$ cat config.mk
export PLATFORM = sky130hd
export DESIGN_NAME = supply_window_ctrl
export DESIGN_NICKNAME = d
export VERILOG_FILES = /design/src/rtl/swq_pkg.sv /design/src/rtl/swq_sync2.sv /design/src/rtl/swq_adc_window.sv /design/src/rtl/swq_debounce.sv /design/src/rtl/swq_fsm.sv /design/src/rtl/supply_window_ctrl.sv
export SDC_FILE = /design/constraint.sdc
export NUM_CORES = 1
export LEC_CHECK = 0
export CAP_MARGIN = 25
export CORE_ASPECT_RATIO = 1.1
export CORE_UTILIZATION = 40
export DETAILED_ROUTE_END_ITERATION = 10
export GPL_TIMING_DRIVEN = 0
export PLACE_DENSITY = 0.59
export SKIP_CTS_REPAIR_TIMING = 1
export SYNTH_ARGS = -nofsm -noshare
export SYNTH_HDL_FRONTEND = slang
export SYNTH_HIERARCHICAL = 1
export SYNTH_SLANG_ARGS = --single-unit
$ cat constraint.sdc
create_clock -name clk -period 4.2 [get_ports clk]
set_input_delay 0.63 -clock clk [delete_from_list [all_inputs] [get_ports clk]]
set_output_delay 0.63 -clock clk [all_outputs]
set_load 0.1 [all_outputs]
$ cat src/rtl/swq_pkg.sv
package swq_pkg;
  typedef enum logic {
    SWQ_STBY = 1'b0,
    SWQ_ON   = 1'b1
  } swq_state_e;
endpackage

$ cat src/rtl/swq_sync2.sv
// Two-flop synchroniser with a per-bit reset value.
module swq_sync2 #(
  parameter int unsigned      W       = 2,
  parameter logic [W-1:0]     RST_VAL = '0
) (
  input  logic         clk,
  input  logic         rst,
  input  logic [W-1:0] d_i,
  output logic [W-1:0] q_o
);
  logic [W-1:0] meta_q;
  logic [W-1:0] hold_q;

  always_ff @(posedge clk) begin
    if (rst) begin
      meta_q <= RST_VAL;
      hold_q <= RST_VAL;
    end else begin
      meta_q <= d_i;
      hold_q <= meta_q;
    end
  end

  assign q_o = hold_q;
endmodule

$ cat src/rtl/swq_adc_window.sv
// Registered window comparator with hysteresis on both trip points.
module swq_adc_window #(
  parameter int unsigned CODE_W  = 10,
  parameter int unsigned OV_TRIP = 718,
  parameter int unsigned OV_HYST = 7,
  parameter int unsigned UV_TRIP = 244,
  parameter int unsigned UV_HYST = 2
) (
  input  logic              clk,
  input  logic              rst,
  input  logic              take_i,
  input  logic [CODE_W-1:0] code_i,
  output logic              uv_o,
  output logic              ov_o
);
  localparam logic [CODE_W-1:0] OV_SET = CODE_W'(OV_TRIP);
  localparam logic [CODE_W-1:0] OV_CLR = CODE_W'(OV_TRIP - OV_HYST);
  localparam logic [CODE_W-1:0] UV_SET = CODE_W'(UV_TRIP);
  localparam logic [CODE_W-1:0] UV_CLR = CODE_W'(UV_TRIP + UV_HYST);

  logic uv_q, ov_q;
  logic uv_d, ov_d;

  always_comb begin
    uv_d = uv_q;
    ov_d = ov_q;
    if (take_i) begin
      // overvoltage: trips on a rising code, releases below the band
      if (code_i > OV_SET)       ov_d = 1'b1;
      else if (code_i <= OV_CLR) ov_d = 1'b0;
      // undervoltage: trips on a falling code, releases above the band
      if (code_i < UV_SET)       uv_d = 1'b1;
      else if (code_i >= UV_CLR) uv_d = 1'b0;
    end
  end

  always_ff @(posedge clk) begin
    if (rst) begin
      uv_q <= 1'b1;   // unknown supply counts as too low
      ov_q <= 1'b0;
    end else begin
      uv_q <= uv_d;
      ov_q <= ov_d;
    end
  end

  assign uv_o = uv_q;
  assign ov_o = ov_q;
endmodule

$ cat src/rtl/swq_debounce.sv
// Millisecond prescaler plus millisecond counter; clears whenever run_i drops.
module swq_debounce #(
  parameter int unsigned CYC_PER_MS = 250000,
  parameter int unsigned DEB_MS     = 20
) (
  input  logic clk,
  input  logic rst,
  input  logic run_i,
  output logic expire_o
);
  localparam int unsigned PW = (CYC_PER_MS > 1) ? $clog2(CYC_PER_MS) : 1;
  localparam int unsigned MW = $clog2(DEB_MS + 1);
  localparam logic [PW-1:0] PRE_LAST = PW'(CYC_PER_MS - 1);
  localparam logic [MW-1:0] MS_LAST  = MW'(DEB_MS - 1);

  logic [PW-1:0] pre_q;
  logic [MW-1:0] ms_q;
  logic          ms_tick;

  assign ms_tick  = (pre_q == PRE_LAST);
  assign expire_o = run_i && ms_tick && (ms_q == MS_LAST);

  always_ff @(posedge clk) begin
    if (rst || !run_i) begin
      pre_q <= '0;
      ms_q  <= '0;
    end else if (ms_tick) begin
      pre_q <= '0;
      ms_q  <= ms_q + MW'(1);
    end else begin
      pre_q <= pre_q + PW'(1);
    end
  end
endmodule

$ cat src/rtl/swq_fsm.sv
// Standby / on controller with both outputs registered from the next state.
module swq_fsm
  import swq_pkg::*;
(
  input  logic clk,
  input  logic rst,
  input  logic fault_i,
  input  logic expire_i,
  output logic run_o,
  output logic gate_off_o,
  output logic pgood_n_o
);
  swq_state_e st_q, st_d;
  logic gate_q, pg_n_q;

  always_comb begin
    st_d = st_q;
    if (fault_i)                                st_d = SWQ_STBY;
    else if (st_q == SWQ_STBY && expire_i)      st_d = SWQ_ON;
  end

  assign run_o = !fault_i && (st_q == SWQ_STBY);

  always_ff @(posedge clk) begin
    if (rst) begin
      st_q   <= SWQ_STBY;
      gate_q <= 1'b1;
      pg_n_q <= 1'b1;
    end else begin
      st_q   <= st_d;
      gate_q <= (st_d == SWQ_STBY);
      pg_n_q <= (st_d == SWQ_STBY);
    end
  end

  assign gate_off_o = gate_q;
  assign pgood_n_o  = pg_n_q;
endmodule

$ cat src/rtl/supply_window_ctrl.sv
// Supply window qualification controller, top level.
// Codes are in ADC LSBs; defaults assume 10 mV per LSB.
module supply_window_ctrl #(
  parameter int unsigned SENSE_ADC = 1,
  parameter int unsigned CODE_W    = 10,
  parameter int unsigned OV_TRIP   = 718,
  parameter int unsigned OV_HYST   = 7,
  parameter int unsigned UV_TRIP   = 244,
  parameter int unsigned UV_HYST   = 2,
  parameter int unsigned CLK_KHZ   = 250000,
  parameter int unsigned DEB_MS    = 20
) (
  input  logic              clk,
  input  logic              rst,
  input  logic              samp_valid_i,
  output logic              samp_ready_o,
  input  logic [CODE_W-1:0] samp_code_i,
  input  logic              uv_cmp_i,
  input  logic              ov_cmp_i,
  output logic              gate_off_o,
  output logic              pgood_n_o
);
  logic uv_flag, ov_flag;
  logic fault_w;
  logic run_w;
  logic tmr_expire;
  logic unused_in;

  generate
    if (SENSE_ADC != 0) begin : g_code
      assign samp_ready_o = 1'b1;
      assign unused_in    = uv_cmp_i ^ ov_cmp_i;
      swq_adc_window #(
        .CODE_W (CODE_W),
        .OV_TRIP(OV_TRIP),
        .OV_HYST(OV_HYST),
        .UV_TRIP(UV_TRIP),
        .UV_HYST(UV_HYST)
      ) u_win (
        .clk   (clk),
        .rst   (rst),
        .take_i(samp_valid_i && samp_ready_o),
        .code_i(samp_code_i),
        .uv_o  (uv_flag),
        .ov_o  (ov_flag)
      );
    end else begin : g_cmp
      logic [1:0] sync_q;
      assign samp_ready_o = 1'b0;
      assign unused_in    = samp_valid_i ^ (^samp_code_i);
      swq_sync2 #(
        .W      (2),
        .RST_VAL(2'b10)
      ) u_sync (
        .clk(clk),
        .rst(rst),
        .d_i({uv_cmp_i, ov_cmp_i}),
        .q_o(sync_q)
      );
      assign uv_flag = sync_q[1];
      assign ov_flag = sync_q[0];
    end
  endgenerate

  assign fault_w = uv_flag | ov_flag;

  swq_debounce #(
    .CYC_PER_MS(CLK_KHZ),
    .DEB_MS    (DEB_MS)
  ) u_deb (
    .clk     (clk),
    .rst     (rst),
    .run_i   (run_w),
    .expire_o(tmr_expire)
  );

  swq_fsm u_fsm (
    .clk       (clk),
    .rst       (rst),
    .fault_i   (fault_w),
    .expire_i  (tmr_expire),
    .run_o     (run_w),
    .gate_off_o(gate_off_o),
    .pgood_n_o (pgood_n_o)
  );
endmodule

==> results.sh, run 1 <==
export IMPL_path_delay_family="buffers and inverters"
export IMPL_rows=21
export IMPL_numPortBuffers=14
export IMPL_crit_path_max_incr_delay_ps=1110
export IMPL_place_gp_congestion=0.799
export IMPL_worst_setup_path_start_kind="flop"
export IMPL_top_usage_layer="met2"
export IMPL_finalSetupViolCount=0
export IMPL_hold_path_class="flop to flop"
export IMPL_overflow=0
export IMPL_synth_top_cells_by_area="dfxtp_1, xnor2_1, nor2_1"
export IMPL_n_fill_cell=307
export IMPL_placed_cells=203
export IMPL_synth_common_cells="dfxtp_1, nor2_1, xnor2_1"
export IMPL_ant_nets=0
export IMPL_cts_reportedPaths_clkPinSlew_ps=130
export IMPL_cts_buffers=3
export IMPL_clock_fmax_mhz=399
export IMPL_core_area_mm2=0.00307
export IMPL_vdd_drop_max_uv=166
export IMPL_yosysMostFrequentCell="dfxtp_1"
export IMPL_critPathSlowestCell="clkdlybuf4s50_1"
export IMPL_worstMarginPinSlew_ps=966
export IMPL_fin_crit_sh_pct=59.7
export IMPL_syn_to_final_growth_pct=16.1
export IMPL_grt_util_met2_pct=30.9
export IMPL_clock_latency_ps=320
export IMPL_hold_slack_ps=478
export IMPL_p_clk_share_pct=27.0
export IMPL_grt_max_degree=16
export IMPL_clock_path_buffers=2
export IMPL_drt_wl_total_um=2540
export IMPL_end_kind="output port"
export IMPL_synth_nets=172
export IMPL_synth_distinct_cells=34
export IMPL_start_util_pct=42.4
export IMPL_crit_type="flop to output port"
export IMPL_yosysTopAreaCellShare_pct=41.5
export IMPL_status="finished clean"
export IMPL_cp_required_ps=3570
export IMPL_powerDensity_mw_per_mm2=265
export IMPL_p_switching_uw=91.0
export IMPL_skew_ps=6.02
export IMPL_slew_viol_final=0
export IMPL_grt_use_met3_pct=2.28
export IMPL_cp_num_buf_inv=2
export IMPL_synth_area_mm2=0.00130
export IMPL_diodes=0
export IMPL_synth_flop_cell="dfxtp_1"
export IMPL_worstPathArrival_ps=1880
export IMPL_yosysWarnings=6
export IMPL_ys_ff_latch=27
export IMPL_timing_slew_headroom_pct=35.4
export IMPL_nNetsFinal=191
export IMPL_via_per_inst=5.28
export IMPL_pin_count=18
export IMPL_post_route_min_period_ps=2510
export IMPL_p_seq_share_pct=64.7
export IMPL_ff_latch_area_um2=541
export IMPL_pwr_share_comb_pct=8.3
export IMPL_dr_total_vias=1093
export IMPL_power_leakage_nw=0.441
export IMPL_synth_sequential_area_ratio_pct=41.5
export IMPL_yosysTopAreaCell="dfxtp_1"
export IMPL_finalHoldViolations=0
export IMPL_syn_avg_cell_area_um2=8.41
export IMPL_antenna_found_initial=0
export IMPL_drv_cap=0
export IMPL_cts_max_level=1
export IMPL_setup_tns_ps=0
export IMPL_worstPathMaxFanout=2
export IMPL_syn_inst=155
export IMPL_dr_pass1_iters=4
export IMPL_multiInputGateArea_um2=702
export IMPL_die_h_um=61.9
export IMPL_cp_cell_sequence="buf_4 -> clkdlybuf4s50_1"
export IMPL_switching_share_pct=22.7
export IMPL_synth_edff_count=0
export IMPL_fin_util_pct=49.2
export IMPL_die_width_um=56.4
export IMPL_grt_usage_pct=16.3
export IMPL_drtIter0Drc=39
export IMPL_intPower_uw=310
export IMPL_cts_sinks=27
export IMPL_cts_tree="done"
export IMPL_wl_per_cell_um=12.3
export IMPL_fp_dieArea_mm2=0.00349
export IMPL_met1_usage_pct=18.2
export IMPL_drive_above_1_share_pct=6.36
export IMPL_place_hpwl_um=1960
export IMPL_drc_errors=0
export IMPL_clock_root_buffer="clkbuf_4"
export IMPL_layoutNonFillerInstCount=207
export IMPL_grt_pass1_wl_um=4440
export IMPL_grt_setup_unrepaired="no"
export IMPL_async_flop_share_pct=0
export IMPL_grt_pass1_vias=1095
state kept, by name, indices dropped and copies added (netlist names):
name	cells
g_code.u_win/ov_o	1
g_code.u_win/uv_o	1
u_deb/ms_q	5
u_deb/pre_q	18
u_fsm/pgood_n_o	1
u_fsm/st_q	1
placed cells by master, fill, tap and decap left out, drive strengths merged:
cell type      netlist  routed
o31ai                3       3
or3                  1       1
nor2                26      26
a311o                1       1
xnor2               14      14
a21oi                6       6
nor4                 7       7
nand4                9       9
nor2b                2       2
nor3                 5       5
or4b                 1       1
nand2                8       8
inv                  7       7
o21a                 1       1
mux2i                2       2
dfxtp               27      27
ha                   2       2
clkinv               0       1
o21ai                3       3
buf                  4       4
xor2                 1       1
or2                  1       1
a32o                 1       1
clkdlybuf4s50        0      14
nand2b               4       4
a2111oi              1       1
nand3               10      10
or4                  5       5
clkbuf               1       4
conb                 1       1
a21o                 1       1
layout make-up:
type | count | area share [%]
inverter | 7 | 1.74
buffer | 5 | 2.31
sequential | 27 | 35.7
clock inverter | 1 | 0.331
timing repair buffer | 14 | 9.26
clock buffer | 3 | 1.49
tap | 34 | 2.81
multi-input combinational | 116 | 46.4
layer usage:
layer	routed length [um]	part of all wire, %	up-vias
met4	20	0.79	0
met2	1300	51	6
met3	36	1.4	2
met1	1190	47	500
met5	0	0	-
li1	-	-	585
power by group through the flow:
stage / clock, mW / combinational (mW) / sequential (mW)
floorplan: 0 / 0.0166 / 0.265
global placement: 0 / 0.0331 / 0.265
detailed placement: 0 / 0.0333 / 0.265
CTS: 0.118 / 0.0335 / 0.260
global route: 0.124 / 0.0369 / 0.260
finish: 0.108 / 0.0333 / 0.259
metrics by stage:
step	cell area (um2)	power, mW	worst slack, ps
after floorplan	1300	0.281	2040
after global placement	1490	0.298	1860
after detailed placement	1490	0.298	1850
after CTS	1510	0.411	1660
after global routing	1510	0.421	1630
final	1510	0.401	1690
final timing paths:
kind	end	startpoint	cells past startpoint	slack, ps
worst min-delay path	u_deb/pre_q[0]$_SDFF_PP0_	u_deb/pre_q[0]$_SDFF_PP0_	1	480
worst max register to register	u_deb/pre_q[13]$_SDFF_PP0_	u_deb/pre_q[13]$_SDFF_PP0_	6	1850
worst max-delay path	pgood_n_o	u_fsm/pgood_n_o$_SDFF_PP1_	2	1690
worst min register to register	u_deb/pre_q[0]$_SDFF_PP0_	u_deb/pre_q[0]$_SDFF_PP0_	1	480
worst register-to-register path, stage by stage, from the launching register on:
cell and delay (ps):
dfxtp_1 390, or4_1 550, or4_4 540, buf_6 150, o21ai_2 270, buf_2 290
nor2_1 70
kinds of logic after synthesis:
logic type | after synthesis | synth area share, %
AO/OA/AOI/OAI | 17 | 8.83
XOR/XNOR | 15 | 10.1
adder cells (fa/ha/maj) | 2 | 1.92
buffers and inverters | 12 | 4.70
flip-flops | 27 | 41.5
multiplexers | 2 | 1.54
other | 1 | 0.288
AND/OR/NAND/NOR | 79 | 31.2
Power figures use the tool's default switching activity.
==> inputs of run 2 (changes only) <==
==> constraint.sdc (replaced) <==
create_clock -name clk -period 2.37 [get_ports clk]
set_input_delay 0.3555 -clock clk [delete_from_list [all_inputs] [get_ports clk]]
set_output_delay 0.3555 -clock clk [all_outputs]
set_load 0.1 [all_outputs]
==> run 2 against run 1 <==
Effect of this change:
- combinational power is 81% higher
- utilization is 0.37 points higher
- register-to-register slack worse by 1700 ps
- critical path depth is 3 higher
- die area stayed put
- sequential cell count stayed put
- clock skew is 2.9 ps higher
- via count is 0.18% higher
- critical path type is now flop to flop
- largest power group unchanged
==> results.sh, run 2 (same netlist as run 1, synthesis figures left out) <==
export IMPL_status="finished clean"
export IMPL_fin_crit_sh_pct=95.5
export IMPL_rows=21
export IMPL_n_fill_cell=303
export IMPL_drt_wl_total_um=2540
export IMPL_syn_to_final_growth_pct=17.0
export IMPL_grt_pass1_vias=1095
export IMPL_fp_dieArea_mm2=0.00349
export IMPL_clock_latency_ps=320
export IMPL_clock_root_buffer="clkbuf_4"
export IMPL_clock_fmax_mhz=442
export IMPL_grt_setup_unrepaired="no"
export IMPL_drtIter0Drc=30
export IMPL_cts_reportedPaths_clkPinSlew_ps=140
export IMPL_mostFrequentLayoutCell="dfxtp_1"
export IMPL_ff2ff_path_depth=5
export IMPL_core_area_mm2=0.00307
export IMPL_clock_path_buffers=2
export IMPL_worst_setup_path_start_kind="flop"
export IMPL_powerDensity_mw_per_mm2=468
export IMPL_place_gp_congestion=0.799
export IMPL_start_util_pct=42.4
export IMPL_crit_type="flop to flop"
export IMPL_drive_above_1_share_pct=6.94
export IMPL_antenna_found_initial=0
export IMPL_skew_ps=8.92
export IMPL_finalHoldViolations=0
export IMPL_crit_path_max_incr_delay_ps=540
export IMPL_grt_max_degree=16
export IMPL_dr_total_vias=1095
export IMPL_slew_viol_final=0
export IMPL_cts_buffers=3
export IMPL_reg_largest_list="u_deb/pre_q x18, u_deb/ms_q x5"
export IMPL_nNetsFinal=191
export IMPL_drv_cap=0
export IMPL_diodes=0
export IMPL_largest_reg_flops=18
export IMPL_fin_total_pwr_uw=714
export IMPL_final_cell_mix="dfxtp_1, nor2_1, clkdlybuf4s50_1, xnor2_1, nand3_1"
export IMPL_worstMarginPinSlew_ps=966
export IMPL_numPortBuffers=14
export IMPL_cp_required_ps=2630
export IMPL_drc_errors=0
export IMPL_setup_tns_ps=0
export IMPL_cp_common_cell="or4_1"
export IMPL_dr_pass1_iters=4
export IMPL_die_width_um=56.4
export IMPL_post_route_min_period_ps=2260
export IMPL_cts_max_level=1
export IMPL_overflow=0
export IMPL_worstPathMaxFanout=10
export IMPL_place_hpwl_um=1960
export IMPL_finalSetupViolCount=0
export IMPL_pin_count=18
export IMPL_end_kind="flop"
export IMPL_grt_pass1_wl_um=4440
export IMPL_wl_per_cell_um=12.2
export IMPL_die_h_um=61.9
export IMPL_grt_usage_pct=16.3
export IMPL_hold_path_class="flop to flop"
export IMPL_ant_nets=0
export IMPL_vdd_drop_max_uv=294
export IMPL_top_register="u_deb/pre_q"
export IMPL_via_per_inst=5.29
export IMPL_cts_tree="done"
export IMPL_cp_cell_sequence="or4_1 -> or4_4 -> buf_6 -> or4_1 -> a21oi_1"
export IMPL_whs_path_depth=1
export IMPL_cts_sinks=27
export IMPL_timing_slew_headroom_pct=35.4
export IMPL_critPathSlowestCell="or4_1"
export IMPL_power_leakage_nw=0.445
export IMPL_worstPathArrival_ps=2530
==> run 2: path summary, 6_finish.rpt <==
path | from | end | slack [ps]
min reg2reg | u_deb/pre_q[0]$_SDFF_PP0_ | u_deb/pre_q[0]$_SDFF_PP0_ | 480
max reg2reg | u_deb/pre_q[13]$_SDFF_PP0_ | u_deb/ms_q[3]$_SDFFE_PP0N_ | 110
max | u_deb/pre_q[13]$_SDFF_PP0_ | u_deb/ms_q[3]$_SDFFE_PP0N_ | 110
min | u_deb/pre_q[0]$_SDFF_PP0_ | u_deb/pre_q[0]$_SDFF_PP0_ | 480
==> run 2: final cells by class <==
| type | instances | area (um2) | share of cell area, % |
|---|---|---|---|
| Tap cell | 34 | 42.5 | 2.79 |
| Sequential cell | 27 | 542 | 35.5 |
| Timing Repair Buffer | 14 | 140 | 9.19 |
| Inverter | 7 | 26.3 | 1.72 |
| Clock buffer | 3 | 22.5 | 1.48 |
| Clock inverter | 1 | 5.00 | 0.328 |
| Multi-Input combinational cell | 116 | 709 | 46.5 |
| Buffer | 5 | 37.5 | 2.46 |
==> run 2: per-stage QoR <==
step / cells / hold WS [ps] / cell area (um2) / util, % / setup WS [ps]
4_1_cts: 207 / 488 / 1510 / 49.2 / 2.20
6_report: 207 / 478 / 1530 / 49.6 / 108
5_1_grt: 207 / 502 / 1530 / 49.6 / 30.0
2_1_floorplan: 155 / 430 / 1300 / - / 213
3_5_place_dp: 203 / 456 / 1490 / 48.4 / 22.1
3_3_place_gp: 203 / 441 / 1490 / 48.4 / 29.4
==> run 2: routing by layer <==
layer | part of all wire [%] | track usage [%] | up-vias
met2 | 50 | 30.9 | 10
met1 | 47 | 18.2 | 497
met4 | 0.91 | 8.71 | 0
li1 | - | - | 586
met5 | 0 | 0 | -
met3 | 1.8 | 2.28 | 2
==> run 2: report_power, final <==
part	internal [mW]	switching (mW)	total, mW
Combinational	0.0300	0.0304	0.0604
Sequential	0.457	0.00227	0.460
Clock	0.0632	0.131	0.194
==> run 2: critical path, delay by kind of cell (launching register included) <==
family	cells	cell delay (ps)
AND/OR/NAND/NOR	3	1540
buffers and inverters	1	160
flip-flops	1	380
AO/OA/AOI/OAI	1	150
